[src/rtl/spis_pkg.sv]
package spis_pkg;
  localparam int SR_W_DEF   = 16;
  localparam int DEPTH_DEF  = 4;
  localparam int STAGES_DEF = 2;

  typedef struct packed {
    logic sclk;
    logic ss_n;
    logic mosi;
  } pins_t;
endpackage

[src/rtl/spis_sync.sv]
module spis_sync #(
  parameter int W = 1,
  parameter int STAGES = 2,
  parameter logic [W-1:0] RST_VAL = '0
) (
  input  logic         clk,
  input  logic         rst_n,
  input  logic [W-1:0] d,
  output logic [W-1:0] q
);
  logic [W-1:0] st_q [STAGES];

  for (genvar g = 0; g < STAGES; g++) begin : g_stage
    logic [W-1:0] st_d;
    if (g == 0) begin : g_first
      assign st_d = d;
    end else begin : g_next
      assign st_d = st_q[g-1];
    end
    always_ff @(posedge clk or negedge rst_n) begin
      if (!rst_n) st_q[g] <= RST_VAL;
      else        st_q[g] <= st_d;
    end
  end

  assign q = st_q[STAGES-1];
endmodule

[src/rtl/spis_fifo.sv]
module spis_fifo #(
  parameter int W = 16,
  parameter int DEPTH = 4
) (
  input  logic         clk,
  input  logic         rst_n,
  input  logic         single,
  input  logic         push,
  input  logic [W-1:0] din,
  input  logic         pop,
  output logic [W-1:0] dout,
  output logic         empty,
  output logic         full
);
  localparam int PW = (DEPTH > 1) ? $clog2(DEPTH) : 1;
  localparam int CW = $clog2(DEPTH + 1);

  logic [PW-1:0] wp_q, wp_d, rp_q, rp_d;
  logic [CW-1:0] cnt_q, cnt_d;
  logic [W-1:0]  mem_q [DEPTH];
  logic          do_push, do_pop;

  function automatic logic [PW-1:0] ptr_inc(input logic [PW-1:0] p);
    return (p == PW'(DEPTH - 1)) ? '0 : p + PW'(1);
  endfunction

  assign empty   = (cnt_q == '0);
  assign full    = single ? !empty : (cnt_q == CW'(DEPTH));
  assign do_push = push & ~full;
  assign do_pop  = pop & ~empty;
  assign dout    = mem_q[rp_q];

  always_comb begin
    wp_d  = do_push ? ptr_inc(wp_q) : wp_q;
    rp_d  = do_pop  ? ptr_inc(rp_q) : rp_q;
    cnt_d = cnt_q;
    if (do_push && !do_pop)      cnt_d = cnt_q + CW'(1);
    else if (do_pop && !do_push) cnt_d = cnt_q - CW'(1);
  end

  always_ff @(posedge clk or negedge rst_n) begin
    if (!rst_n) begin
      wp_q  <= '0;
      rp_q  <= '0;
      cnt_q <= '0;
    end else begin
      wp_q  <= wp_d;
      rp_q  <= rp_d;
      cnt_q <= cnt_d;
    end
  end

  for (genvar g = 0; g < DEPTH; g++) begin : g_entry
    logic wen;
    assign wen = do_push && (wp_q == PW'(g));
    always_ff @(posedge clk or negedge rst_n) begin
      if (!rst_n)   mem_q[g] <= '0;
      else if (wen) mem_q[g] <= din;
    end
  end
endmodule

[src/rtl/spis_core.sv]
module spis_core #(
  parameter int SR_W = spis_pkg::SR_W_DEF,
  parameter int DEPTH = spis_pkg::DEPTH_DEF,
  parameter int SYNC_STAGES = spis_pkg::STAGES_DEF,
  localparam int CL_W = $clog2(SR_W),
  localparam int CNT_W = $clog2(SR_W + 1)
) (
  input  logic            clk,
  input  logic            rst_n,
  input  logic            sclk,
  input  logic            ss_n,
  input  logic            mosi,
  output logic            miso,
  output logic            miso_oe,
  input  logic            cfg_fifo_en,
  input  logic            cfg_talk,
  input  logic [CL_W-1:0] cfg_char_len,
  input  logic            tx_wr,
  input  logic [SR_W-1:0] tx_wdata,
  output logic            tx_full,
  output logic            tx_empty,
  input  logic            rx_rd,
  output logic [SR_W-1:0] rx_rdata,
  output logic            rx_full,
  output logic            rx_empty,
  output logic            rx_ovf
);
  import spis_pkg::*;

  // reset: asserted asynchronously, released through two flops
  logic [1:0] rst_pipe_q;
  logic       rst_core_n;
  always_ff @(posedge clk or negedge rst_n) begin
    if (!rst_n) rst_pipe_q <= '0;
    else        rst_pipe_q <= {rst_pipe_q[0], 1'b1};
  end
  assign rst_core_n = rst_pipe_q[1];

  // pin synchronizers and edge detection
  pins_t pins_raw, pins_s;
  logic  sclk_d_q, ss_d_q;
  assign pins_raw = '{sclk: sclk, ss_n: ss_n, mosi: mosi};

  spis_sync #(.W(3), .STAGES(SYNC_STAGES), .RST_VAL(3'b010)) u_sync (
    .clk(clk), .rst_n(rst_core_n), .d(pins_raw), .q(pins_s)
  );

  always_ff @(posedge clk or negedge rst_core_n) begin
    if (!rst_core_n) begin
      sclk_d_q <= 1'b0;
      ss_d_q   <= 1'b1;
    end else begin
      sclk_d_q <= pins_s.sclk;
      ss_d_q   <= pins_s.ss_n;
    end
  end

  logic sel, sclk_rise, sclk_fall, ss_fall, ss_rise;
  assign sel       = ~pins_s.ss_n;
  assign sclk_rise = pins_s.sclk & ~sclk_d_q;
  assign sclk_fall = ~pins_s.sclk & sclk_d_q;
  assign ss_fall   = ~pins_s.ss_n & ss_d_q;
  assign ss_rise   = pins_s.ss_n & ~ss_d_q;

  // queues
  logic            tx_pop, rx_push;
  logic [SR_W-1:0] tx_head, rx_head, rx_din;

  spis_fifo #(.W(SR_W), .DEPTH(DEPTH)) u_txq (
    .clk(clk), .rst_n(rst_core_n), .single(~cfg_fifo_en),
    .push(tx_wr), .din(tx_wdata), .pop(tx_pop),
    .dout(tx_head), .empty(tx_empty), .full(tx_full)
  );

  spis_fifo #(.W(SR_W), .DEPTH(DEPTH)) u_rxq (
    .clk(clk), .rst_n(rst_core_n), .single(~cfg_fifo_en),
    .push(rx_push), .din(rx_din), .pop(rx_rd),
    .dout(rx_head), .empty(rx_empty), .full(rx_full)
  );

  // shift engine
  logic [SR_W-1:0]  sr_q, sr_d, sr_shift;
  logic [CNT_W-1:0] cnt_q, cnt_d, cnt_inc, char_len;
  logic             loaded_q, loaded_d, miso_q, miso_d, ovf_q, ovf_d;

  assign sr_shift = {sr_q[SR_W-2:0], pins_s.mosi};
  assign cnt_inc  = cnt_q + CNT_W'(1);
  assign char_len = CNT_W'(cfg_char_len) + CNT_W'(1);

  always_comb begin
    sr_d     = sr_q;
    cnt_d    = cnt_q;
    loaded_d = loaded_q;
    miso_d   = miso_q;
    tx_pop   = 1'b0;
    rx_push  = 1'b0;
    rx_din   = sr_q;
    if (ss_fall) begin
      cnt_d = '0;
      if (!loaded_q && !tx_empty) begin
        sr_d     = tx_head;
        tx_pop   = 1'b1;
        loaded_d = 1'b1;
        miso_d   = tx_head[SR_W-1];
      end else begin
        miso_d   = sr_q[SR_W-1];
      end
    end else if (ss_rise) begin
      cnt_d = '0;
      if (cnt_q != '0) rx_push = 1'b1;
    end else if (sel && sclk_rise) begin
      loaded_d = 1'b0;
      if (cnt_inc == char_len) begin
        cnt_d   = '0;
        rx_push = 1'b1;
        rx_din  = sr_shift;
        if (!tx_empty) begin
          sr_d     = tx_head;
          tx_pop   = 1'b1;
          loaded_d = 1'b1;
        end else begin
          sr_d     = sr_shift;
        end
      end else begin
        cnt_d = cnt_inc;
        sr_d  = sr_shift;
      end
    end else if (sel && sclk_fall) begin
      miso_d = sr_q[SR_W-1];
    end
    ovf_d = ovf_q | (rx_push & rx_full);
  end

  always_ff @(posedge clk or negedge rst_core_n) begin
    if (!rst_core_n) begin
      sr_q     <= '0;
      cnt_q    <= '0;
      loaded_q <= 1'b0;
      miso_q   <= 1'b0;
      ovf_q    <= 1'b0;
    end else begin
      sr_q     <= sr_d;
      cnt_q    <= cnt_d;
      loaded_q <= loaded_d;
      miso_q   <= miso_d;
      ovf_q    <= ovf_d;
    end
  end

  assign miso     = miso_q;
  assign miso_oe  = cfg_talk & sel;
  assign rx_ovf   = ovf_q;
  assign rx_rdata = rx_empty ? '0 : rx_head;
endmodule

[config.mk]
export PLATFORM = sky130hd
export DESIGN_NAME = spis_core
export DESIGN_NICKNAME = d
export VERILOG_FILES = /design/src/rtl/spis_pkg.sv /design/src/rtl/spis_sync.sv /design/src/rtl/spis_fifo.sv /design/src/rtl/spis_core.sv
export SDC_FILE = /design/constraint.sdc
export NUM_CORES = 1
export LEC_CHECK = 0
export BUFFER_PORTS_ARGS = -buffer_cell sky130_fd_sc_hd__buf_2
export CORE_MARGIN = 3
export CORE_UTILIZATION = 45
export DETAILED_ROUTE_END_ITERATION = 8
export HOLD_SLACK_MARGIN = 0.06
export SYNTH_ARGS = -nofsm -noshare
export SYNTH_HDL_FRONTEND = slang
export SYNTH_HIERARCHICAL = 1
export SYNTH_SLANG_ARGS = --single-unit
export TNS_END_PERCENT = 10
[constraint.sdc]
create_clock -name clk -period 5.3 [get_ports clk]
set_clock_uncertainty 0.2 [all_clocks]
set_input_delay 0.53 -clock clk [delete_from_list [all_inputs] [get_ports clk]]
set_output_delay 0.53 -clock clk [all_outputs]
set_load 0.005 [all_outputs]
### Word-level counts from Yosys, hierarchy flattened

Index checks and enable logic that the tools add are counted.

* magnitude comparators: 2
* reductions and logical operators: 34
* $add $sub $neg: 10
* equal/unequal tests: 14
* bitwise gates (word level): 21
* multiplexer cells: 51

Operator list (number)
* $mux W16: 15
* $bmux W16 S2: 2
* $mux W1: 22
* $mux W5: 4
* $logic_and A1 B1 Y1: 15
* $eq A2 B2 Y1 const B: 6
* $mux W3: 4
* $and A1 B1 Y1: 10
* $add A2 B1 Y2 const B: 4
* $mux W2: 4
* $not A1 Y1: 8
* $reduce_bool A2 Y1: 4
* $logic_not A1 Y1: 7
* $add A3 B1 Y3 const B: 2
* $eq A3 B3 Y1 const B: 2
* $ge A3 B3 Y1 const B: 2
* $logic_not A3 Y1: 2
* $not A2 Y3: 2
* $reduce_and A3 Y1: 2
* $sub A3 B1 Y3 const B: 2
* $add A4 B1 Y5 const B: 1
* $add A5 B1 Y5 const B: 1
* $eq A5 B5 Y1: 1
* $reduce_bool A5 Y1: 1
* other kinds (6): 9

* word-level logic and storage cells: 156
* bits of input ports: 29
* register bits after elaboration: 176
* output and inout port bits: 23

### Logic depth before layout (Yosys ltp)

Gate-level depths: netlist (run 1).

* depth in word-level cells: 11
* depth in mapped cells: 16
* mapped depth without buffers: 14

### Modules after synthesis

The synthesis (run 1) kept the hierarchy.

Modules (own cells, without submodules)
* spis_fifo: seq. area each 1776.7 um^2, cells an instance 195, area each 3266.9 um^2, times used 2
* spis_core: seq. area each 701.9 um^2, cells an instance 177, area each 1815.5 um^2, times used 1
* spis_sync: seq. area each 152.6 um^2, cells an instance 6, area each 152.6 um^2, times used 1

### Worst setup path after synthesis (run 1)

Ideal clock, no wire load.

* kind: input -> register
* start point: in cfg_char_len[0]
* end point: reg u_rxq.cnt_q[1]
* data arrival time: 3190 ps
* setup slack: 1785 ps
* data required time: 4975 ps
* stages: 12
* library setup time: 125 ps
* buffers on the path: 1
* path through: ha_1 -> or2_2 -> and2_0 -> o221a_2 -> o2111a_1 -> buf_2 -> a31o_2 -> nor3b_1 -> ha_1 -> inv_1 -> fa_1 -> mux2_2

* elaborated cells on any way between the ends: 12
* those cells by class: 1 x add/sub; 1 x eq/ne; 5 x mux; 1 x bitwise; 4 x reduce/logical

RTL lines
* from (decl): RTL line spis_core.sv:17 `input logic [CL_W-1:0] cfg_char_len,`
* $add A4 B1 Y5: RTL line spis_core.sv:88 `assign char_len = CNT_W'(cfg_char_len) + CNT_W'(1);`
* $eq A5 B5 Y1: RTL line spis_core.sv:113 `if (cnt_inc == char_len) begin`
* $mux W1: RTL line spis_core.sv:113
* $mux W1: RTL line spis_core.sv:111 `end else if (sel && sclk_rise) begin`
* $mux W1: RTL line spis_core.sv:108 `end else if (ss_rise) begin`
* $mux W1: RTL line spis_core.sv:98 `if (ss_fall) begin`
* net rx_push: RTL line spis_core.sv:66 `logic tx_pop, rx_push;`
* $and A1 B1 Y1: RTL line spis_fifo.sv:29 `assign do_push = push & ~full;`
* net u_rxq.do_push: RTL line spis_fifo.sv:21 `logic do_push, do_pop;`
* $logic_and A1 B1 Y1: RTL line spis_fifo.sv:37 `if (do_push && !do_pop) cnt_d = cnt_q + CW'(1);`
* $mux W3: RTL line spis_fifo.sv:37
* net u_rxq.cnt_d[1]: RTL line spis_fifo.sv:19 `logic [CW-1:0] cnt_q, cnt_d;`
* to (signal assigned): RTL line spis_fifo.sv:49 `cnt_q <= cnt_d;`
* to (decl): RTL line spis_fifo.sv:19

The timed path passes the listed nets, and every way through them passes these cells.
A chain may end at the register's enable or synchronous reset.

==> impl_metrics.toml, run 1 <==
[timing]
fmax_mhz = 238
fin_tns_setup_ns = 0
slew_viol_final = 0
tightest_slew_ns = 0.999
setup_viol = 0
final.min_clock_period_ns = 4.20
rsz0062_at_grt = "false"
max_slew_margin = 0.332
hold_violations = 0
setup_ws_ns = 1.10
period_share = 0.793

[clock_tree]
cts_buffers = 17
clk_root_buffer_cell = "clkbuf_16"
cts_tree = "done"
htreeDepth = 4
cts.sinks = 176
clock_path_buffers = 2
cts.reportedPaths.clkPinSlew_ns = 0.06
clock_latency_ns = 0.42

[cells_and_area]
layout-drive-gt1-share = 0.470
antenna_cells = 0
fin_nets = 673
syn_to_final_growth_pct = 11.7

[global_routing]
global_route.usage.met2 = 0.282
gr-usage-met3 = 0.0456
grt_pass1_vias = 5127
track_usage = 0.167
antenna_found_initial = 1
grt_pass1_wl_mm = 26.6
grt_busiest_layer = "met2"
use_met1 = 0.217
grt.overflow.total = 0
grt_start_max_net_pins = 102

[worst_setup_path]
cp.arrival_ns = 4.35
r2r_cells = 13
critical_path_class = "reg2reg"
crit_fanout = 18
reg2reg_to = "u_rxq/cnt_q[2]"
reg2reg_setup_slack_ns = 1.10
worstSetupStartpointType = "flip-flop"
cp.required_ns = 5.45
r2r_start = "cnt_q[0]"
cp-end-kind = "flip-flop"

[synth]
syn-num-nets = 621
synth_ff_type = "dfrtp_1"
async_reset_ff_frac = 1.00
syn-cell-area_um2 = 8500
ys.warnings.count = 6
yosysSeqAreaShare = 0.518
synth_edf_count = 0
synth.distinct_cells = 51
syn_area_per_cell_um2 = 14.8
synth-seq-cells = 176
synthCells = 573

[min_path]
min_to = "u_sync/q[2]"
holdCritStartpoint = "u_sync/g_stage[1].st_d[2]"
holdPathStages = 0
min_path_type = "reg2reg"

[drt]
vias = 4744
ant_nets = 0
wl_per_cell_um = 18.5
routed_wl_mm = 16.0
drt_iter0_drc = 216
viasPerCell = 5.47
drc = 0
first_pass_iters = 4

[floorplan]
die_width_um = 143
die_h_um = 143
io_pins = 52
placementRows = 49
core_area_um2 = 18300
die_area_um2 = 20600
initial_core_util = 0.465

[placement]
gp_congestion = 0.747
port_buffers = 51
dpl.hpwl_mm = 10.7
dp_slack_ns = 1.07

[flow_run]
cap_viol_max_count = 0

[pwr]
power_leakage_nw = 4.29
ir_drop_uv = 269
power_density_nw_per_um2 = 554

[status]
status = "finished clean"
## stage by stage
| stage | utilization | hold slack, ns | area, µm² | power (mW) | instances |
|---|---|---|---|---|---|
| after global placement | 0.486 | 0.117 | 8890 | 4.00 | 831 |
| final | 0.520 | 0.153 | 9500 | 5.26 | 867 |
| after detailed placement | 0.486 | 0.116 | 8890 | 4.12 | 831 |
| after floorplan | - | 0.0344 | 8500 | 3.63 | 573 |
| after global routing | 0.520 | 0.161 | 9500 | 5.63 | 867 |
| after CTS | 0.520 | 0.152 | 9500 | 5.34 | 867 |
## cell usage after synthesis (9+ instances only)
| library cell | instances | area [µm²] |
|---|---|---|
| nand2_1 | 22 | 82.6 |
| a221o_1 | 16 | 160 |
| nor2b_1 | 26 | 163 |
| buf_6 | 12 | 135 |
| dfrtp_1 | 173 | 4330 |
| mux4_2 | 32 | 721 |
| and2b_1 | 9 | 67.6 |
| nor2_1 | 15 | 56.3 |
| inv_1 | 13 | 48.8 |
| xor2_1 | 9 | 78.8 |
| mux2_2 | 152 | 1710 |
| ha_1 | 17 | 213 |
## cell type report
class | instances | area (µm²)
Fill cell | 1575 | 8770
Clock inverter | 13 | 128
Clock buffer | 19 | 443
Inverter | 13 | 48.8
Multi-Input combinational cell | 358 | 3840
Timing Repair Buffer | 59 | 338
Sequential cell | 176 | 4410
Tap cell | 229 | 287
## registers in the layout, indices dropped and copies added (netlist names), 2 cells and up
signal / cells
u_sync/q: 3
u_txq/rp_q: 2
u_txq/cnt_q: 3
u_rxq/mem_q: 64
u_rxq/cnt_q: 3
u_txq/wp_q: 2
u_rxq/rp_q: 2
cnt_q: 5
rst_pipe_q: 2
sr_q: 16
u_rxq/wp_q: 2
u_sync/g_stage.st_d: 3
u_txq/mem_q: 64
## per-layer routing
layer	share of wire	up-vias
li1	-	2196
met1	0.45	2483
met2	0.51	53
met3	0.032	10
met4	0.0074	2
met5	0.00044	-
## cells in the final DEF, fill, tap and decap left out, types with 3 or more instances in the layout
cell           Yosys  routed
dfrtp_1          173     172
mux2_2           152     152
buf_2              5      51
mux4_2            32      32
nor2b_1           26      26
nand2_1           22      22
ha_1              17      17
clkbuf_16          0      17
a221o_1           16      16
nor2_1            15      15
inv_1             13      13
xor2_1             9       9
and2b_1            9       9
nor3_4             8       8
inv_6              0       6
or2_2              4       4
nor3b_1            4       4
dlygate4sd3_1      0       4
xnor2_1            3       3
nand3_1            3       3
o21ai_0            3       3
clkinvlp_4         0       3
buf_4              1       3
dfstp_2            3       3
## how the worst max path moves through the flow
stage / slack [ns] / endpoint / startpoint / cells past startpoint
floorplan: 1.79 / u_rxq/cnt_q[1] / cfg_char_len[0] / 12
global placement: 1.18 / u_rxq/cnt_q[2] / cfg_char_len[0] / 14
detailed placement: 1.07 / u_rxq/cnt_q[2] / cfg_char_len[0] / 14
CTS: 1.11 / u_rxq/cnt_q[2] / cnt_q[0] / 13
global route: 0.79 / u_rxq/cnt_q[2] / cnt_q[0] / 13
finish: 1.10 / u_rxq/cnt_q[2] / cnt_q[0] / 13
## timing repair
item | in CTS | in global routing
endpoints found under the hold margin | 5 | 0
buffers inserted | 0 | 0
gates resized for setup | 0 | 0
hold buffers | 4 | 0
## where the power goes
part | total [mW] | internal, mW | switching, mW
clock network | 1.20 | 0.669 | 0.529
registers | 2.30 | 1.88 | 0.418
logic | 1.77 | 1.06 | 0.711
total | 5.26 | 3.60 | 1.66
## cells by family (layout without fill, tap and decap cells)
kind of cell | Yosys count | in the layout | share of synthesized area
compound gates | 33 | 33 | 0.0349
xor+xnor | 13 | 13 | 0.0143
fa+ha+maj | 19 | 19 | 0.0297
buf+inv | 39 | 104 | 0.0303
flops | 176 | 176 | 0.518
mux | 187 | 187 | 0.291
other cells | 1 | 1 | 0.000441
simple gates | 105 | 105 | 0.0811
## critical path, stage by stage (launching register included)
cell	delay, ns
dfrtp_1	0.45
ha_1	0.28
xnor2_1	0.28
nand4_1	0.15
nor2_1	0.23
o2111a_1	0.71
a31o_2	0.29
nor3b_1	0.43
ha_1	0.26
inv_1	0.06
fa_1	0.37
xor2_1	0.17
nor2_1	0.11
xor2_1	0.14
(Power assumes the default switching activity.)
==> run 2: changes to the inputs <==
==> constraint.sdc (replaced) <==
create_clock -name clk -period 3.8 [get_ports clk]
set_clock_uncertainty 0.2 [all_clocks]
set_input_delay 0.38 -clock clk [delete_from_list [all_inputs] [get_ports clk]]
set_output_delay 0.38 -clock clk [all_outputs]
set_load 0.005 [all_outputs]
==> run 2 against run 1 <==
- wire length increased by 1.4%
- combinational power increased by 42%
- hold slack got worse by 0.00052 ns
- sequential share of layout area decreased by 0.88 points
- critical path depth unchanged
- via count increased by 1.5%
- final cell count increased by 2.3%
- global-route usage increased by 0.34 points
- die area unchanged
- worst setup slack got worse by 0.85 ns
- first-iteration DRC count increased by 11%
- register-to-register slack got worse by 0.85 ns
- largest power group unchanged
==> impl_metrics.toml, run 2 (synthesized netlist as in run 1, its figures left out) <==
[worst_setup_path]
cp_num_buf_inv = 1
worstSetupStartpointType = "flip-flop"
crit_fanout = 6
reg2reg_setup_slack_ns = 0.25
max_stage_delay_ns = 0.45
r2r_start = "cnt_q[0]"
cp-end-kind = "flip-flop"
reg2reg_to = "u_rxq/cnt_q[2]"
r2r_cells = 13
cp.arrival_ns = 3.70
cp.required_ns = 3.95
critical_path_class = "reg2reg"
cp_top_family = "adder cells"
crit_chain = "ha_1, xnor2_1, nand4_1, nor2_1, o2111a_1, a31o_2, nor3b_2, ha_1, inv_1, fa_1, xor2_1, nor2_1, xor2_1"
cp_slowest_cell = "dfrtp_1"

[min_path]
min_path_type = "reg2async"

[drt]
dr.max_layer_used = "met4"
met1Wirelength_mm = 7.34
ant_nets = 0
viasPerCell = 5.43
wl_per_cell_um = 18.3
vias = 4816
routed_wl_mm = 16.3
drc = 0
wl_met2_mm = 8.28
drt_iter0_drc = 240
first_pass_iters = 4
wl_met3_um = 496

[pwr]
clock_power_share = 0.225
power_density_nw_per_um2 = 760
seq_power_share = 0.432
switching_share = 0.316
combPwrFrac = 0.343
power_leakage_nw = 4.38
ir_drop_uv = 349
power_switching_mw = 2.33
p_int_mw = 5.03

[cells_and_area]
multi_input_area_um2 = 3850
ff_latch_area_um2 = 4410
layout-drive-gt1-share = 0.460
top_regs = "u_rxq/mem_q x64, u_txq/mem_q x64, sr_q x16"
syn_to_final_growth_pct = 13.9
stdcell_area_um2 = 9680
final_common_cell = "dfrtp_1"
layout_common_cells = "dfrtp_1 (172), mux2_2 (152), buf_2 (51)"
antenna_cells = 0
fin_cells = 887
fin_nets = 693
fill_cells = 1571

[global_routing]
antenna_found_initial = 0
grt_start_max_net_pins = 80
grt.overflow.total = 0
grt_pass1_vias = 5259
grt_pass1_wl_mm = 27.3
track_usage = 0.171

[timing]
max_slew_margin = 0.355
tightest_slew_ns = 0.964
setup_viol = 0
hold_violations = 0
final.min_clock_period_ns = 3.55
fmax_mhz = 282
slew_viol_final = 0
rsz0062_at_grt = "false"
period_share = 0.934
fin_tns_setup_ns = 0

[status]
status = "finished clean"

[clock_tree]
clock_path_buffers = 2
cts_buffers = 17
clock_latency_ns = 0.43
cts.reportedPaths.clkPinSlew_ns = 0.07
htreeDepth = 4
post_cts_buffers = 0
cts.sinks = 176
cts_tree = "done"
clk_root_buffer_cell = "clkbuf_16"

[floorplan]
die_area_um2 = 20600
core_area_um2 = 18300
die_width_um = 143
initial_core_util = 0.465
placementRows = 49
die_h_um = 143
io_pins = 52

[placement]
placed_area_um2 = 8910
gp_congestion = 0.732
port_buffers = 51
place_inst = 834
dpl.hpwl_mm = 10.7

[flow_run]
cap_viol_max_count = 0
==> run 2: layer usage <==
metal | global-route usage | vias up
li1 | - | 2241
met5 | 0 | -
met1 | 0.219 | 2504
met4 | 0.0401 | 0
met2 | 0.296 | 62
met3 | 0.0389 | 9
==> run 2: metrics by stage <==
step	hold WS [ns]	total power, mW	setup WS (ns)	utilization
2_1_floorplan	-0.116	5.06	0.356	-
3_3_place_gp	-0.0341	5.58	0.318	0.488
3_5_place_dp	-0.0326	5.75	0.146	0.488
4_1_cts	0.146	7.45	0.123	0.530
5_1_grt	0.161	7.87	0.0227	0.530
6_report	0.152	7.36	0.249	0.530
==> run 2: worst max-delay path by stage <==
stage                                end     start  slack, ns  cells after the start
after global routing      u_rxq/cnt_q[2]  cnt_q[0]       0.02                     13
after floorplan           u_rxq/cnt_q[2]  cnt_q[0]       0.36                     14
after detailed placement  u_rxq/cnt_q[2]  cnt_q[0]       0.15                     13
after global placement    u_rxq/cnt_q[2]  cnt_q[0]       0.32                     13
after CTS                 u_rxq/cnt_q[2]  cnt_q[0]       0.12                     13
final                     u_rxq/cnt_q[2]  cnt_q[0]       0.25                     13
==> run 2: area by class of cell <==
type / count / area share
flip-flops and latches: 176 / 0.456
well taps: 229 / 0.0296
clock buffers: 20 / 0.0461
clock inverters: 12 / 0.0114
multi-input cells: 358 / 0.397
repair buffers: 79 / 0.0548
inverters: 13 / 0.00504
==> run 2: repair_timing <==
action	CTS	global route
hold buffers	21	0
gates resized for setup	0	1
endpoints found under the setup margin	0	2
endpoints found under the hold margin	69	0
==> run 2: power by group through the flow <==
| stage | sequential, mW | clock [mW] | combinational (mW) |
|---|---|---|---|
| after floorplan | 3.00 | 0 | 2.06 |
| after global placement | 3.15 | 0 | 2.43 |
| after detailed placement | 3.22 | 0 | 2.53 |
| after CTS | 3.19 | 1.70 | 2.56 |
| after global routing | 3.29 | 1.80 | 2.78 |
| final | 3.18 | 1.66 | 2.52 |
==> run 3: changes to the inputs <==
==> constraint.sdc (replaced) <==
create_clock -name clk -period 3 [get_ports clk]
set_clock_uncertainty 0.2 [all_clocks]
set_input_delay 0.3 -clock clk [delete_from_list [all_inputs] [get_ports clk]]
set_output_delay 0.3 -clock clk [all_outputs]
set_load 0.005 [all_outputs]
==> run 3 against run 2 <==
- the run now ends with setup timing left
- total power grew 30%
- final cell count grew 4.2%
- hold slack worse by 0.041 ns
- worst setup slack lost 0.31 ns
- register-to-register slack lost 0.31 ns
- sequential power rose by 25%
- die area stayed put
==> impl_metrics.toml, run 3 (synthesized netlist as in run 1, its figures left out) <==
[status]
status = "finished with violations"
violations = "setup timing"

[pwr]
power_switching_mw = 3.02
switching_share = 0.317
power_leakage_nw = 4.59
ir_drop_uv = 553
seq_power_share = 0.416
power_density_nw_per_um2 = 946
combPwrFrac = 0.358
p_int_mw = 6.52
total_power_mw = 9.54
clock_power_share = 0.225

[cells_and_area]
fin_nets = 730
layout_common_cells = "dfrtp_1 (171), mux2_2 (152), buf_2 (51)"
fin_cells = 924
antenna_cells = 0
final_common_cell = "dfrtp_1"
layout-drive-gt1-share = 0.508
stdcell_area_um2 = 10100
syn_to_final_growth_pct = 18.6
top_regs = "u_rxq/mem_q x64, u_txq/mem_q x64, sr_q x16"

[global_routing]
grt_pass1_wl_mm = 27.7
grt_start_max_net_pins = 63
grt.overflow.total = 0
antenna_found_initial = 0
track_usage = 0.171
grt_pass1_vias = 5402

[floorplan]
placementRows = 49
die_width_um = 143
die_h_um = 143
initial_core_util = 0.465
core_area_um2 = 18300
die_area_um2 = 20600
io_pins = 52

[worst_setup_path]
cp-endpoint = "u_rxq/cnt_q[1]"
worstSetupStartpointType = "flip-flop"
cp-end-kind = "flip-flop"
cp.required_ns = 3.11
r2r_start = "cnt_q[1]"
cp.arrival_ns = 3.17
reg2reg_to = "u_rxq/cnt_q[1]"
reg2reg_setup_slack_ns = -0.06
crit_fanout = 4
critical_path_class = "reg2reg"
startpoint = "cnt_q[1]"
r2r_cells = 11

[clock_tree]
cts.sinks = 176
cts_tree = "done"
cts.reportedPaths.clkPinSlew_ns = 0.07
clk_root_buffer_cell = "clkbuf_16"
cts_buffers = 17
clock_latency_ns = 0.43
htreeDepth = 4
clock_path_buffers = 2

[placement]
port_buffers = 51
dp_slack_ns = -0.196
dpl.hpwl_mm = 11.2
gp_congestion = 0.708
place_inst = 867
placed_area_um2 = 9220

[timing]
setup_ws_ns = -0.0594
hold_violations = 0
setup_viol = 17
max_slew_margin = 0.371
period_share = 1.02
fmax_mhz = 327
slew_viol_final = 0
final.min_clock_period_ns = 3.06
rsz0062_at_grt = "true"
tightest_slew_ns = 0.940

[drt]
drc = 0
wl_per_cell_um = 17.6
first_pass_iters = 4
routed_wl_mm = 16.3
drt_iter0_drc = 208
viasPerCell = 5.32
vias = 4920
ant_nets = 0

[min_path]
min_path_type = "in2reg"

[flow_run]
cap_viol_max_count = 0
==> run 3: changes by cell type in the layout (fill, tap and decap cells not counted), sizes merged <==
cell | previous run | this run
clkinv | 7 | 3
inv | 16 | 20
clkinvlp | 1 | 4
buf | 58 | 95
clkbuf | 20 | 17
==> run 3: worst min-delay path by stage <==
stage                               start       endpoint  slack [ns]  depth (start not counted)
final                     cfg_char_len[2]       cnt_q[4]        0.11                          4
after global routing      cfg_char_len[2]       cnt_q[4]        0.15                          4
after CTS                 cfg_char_len[2]       cnt_q[4]        0.09                          4
after detailed placement            rst_n  rst_pipe_q[0]       -0.11                          1
after global placement              rst_n  rst_pipe_q[0]       -0.12                          1
after floorplan                     rst_n  rst_pipe_q[0]       -0.20                          0
==> run 3: metrics by stage <==
step	setup TNS, ns	utilization	hold WS, ns
floorplan	-0.412	-	-0.196
global placement	-6.22	0.505	-0.116
detailed placement	-9.77	0.505	-0.113
CTS	-3.40	0.550	0.0930
global route	-4.22	0.552	0.147
finish	-0.619	0.552	0.111
==> run 3: worst max-delay path: stages, from the launching register on <==
cell      delay [ns]
dfrtp_1         0.43
ha_4            0.20
xnor2_2         0.16
nand2_1         0.07
o221a_2         0.28
o2111a_2        0.29
a31o_4          0.22
nor3b_4         0.15
ha_2            0.20
inv_1           0.06
fa_1            0.39
mux2_2          0.27
==> run 3: power by group through the flow <==
stage | clock network, mW | logic (mW) | registers [mW]
floorplan | 0 | 2.64 | 3.80
global route | 2.31 | 3.75 | 4.12
detailed placement | 0 | 3.43 | 4.03
CTS | 2.22 | 3.47 | 3.98
finish | 2.15 | 3.42 | 3.97
global placement | 0 | 3.29 | 3.95
==> run 3: layout make-up <==
class | instances | area [µm²]
well taps | 229 | 287
clock buffers | 17 | 425
repair buffers | 116 | 846
fillers | 1519 | 8190
clock inverters | 15 | 153
multi-input cells | 358 | 3910
inverters | 13 | 48.8
flip-flops and latches | 176 | 4410
==> run 3: per-layer routing <==
metal / wire length [µm] / share of wire / vias up / GRT usage
li1: - / - / 2309 / -
met1: 7500 / 0.46 / 2538 / 0.231
met2: 8170 / 0.50 / 60 / 0.282
met3: 436 / 0.027 / 13 / 0.0366
met4: 201 / 0.012 / 0 / 0.0505
met5: 0 / 0 / - / 0
==> run 3: timing repair <==
| item | 4_1_cts | 5_1_grt |
|---|---|---|
| resized for setup | 2 | 2 |
| hold endpoints to repair | 69 | 0 |
| hold buffers | 21 | 0 |
| endpoints found under the setup margin | 66 | 36 |
| setup buffers | 3 | 1 |
| pin swaps | 3 | 2 |
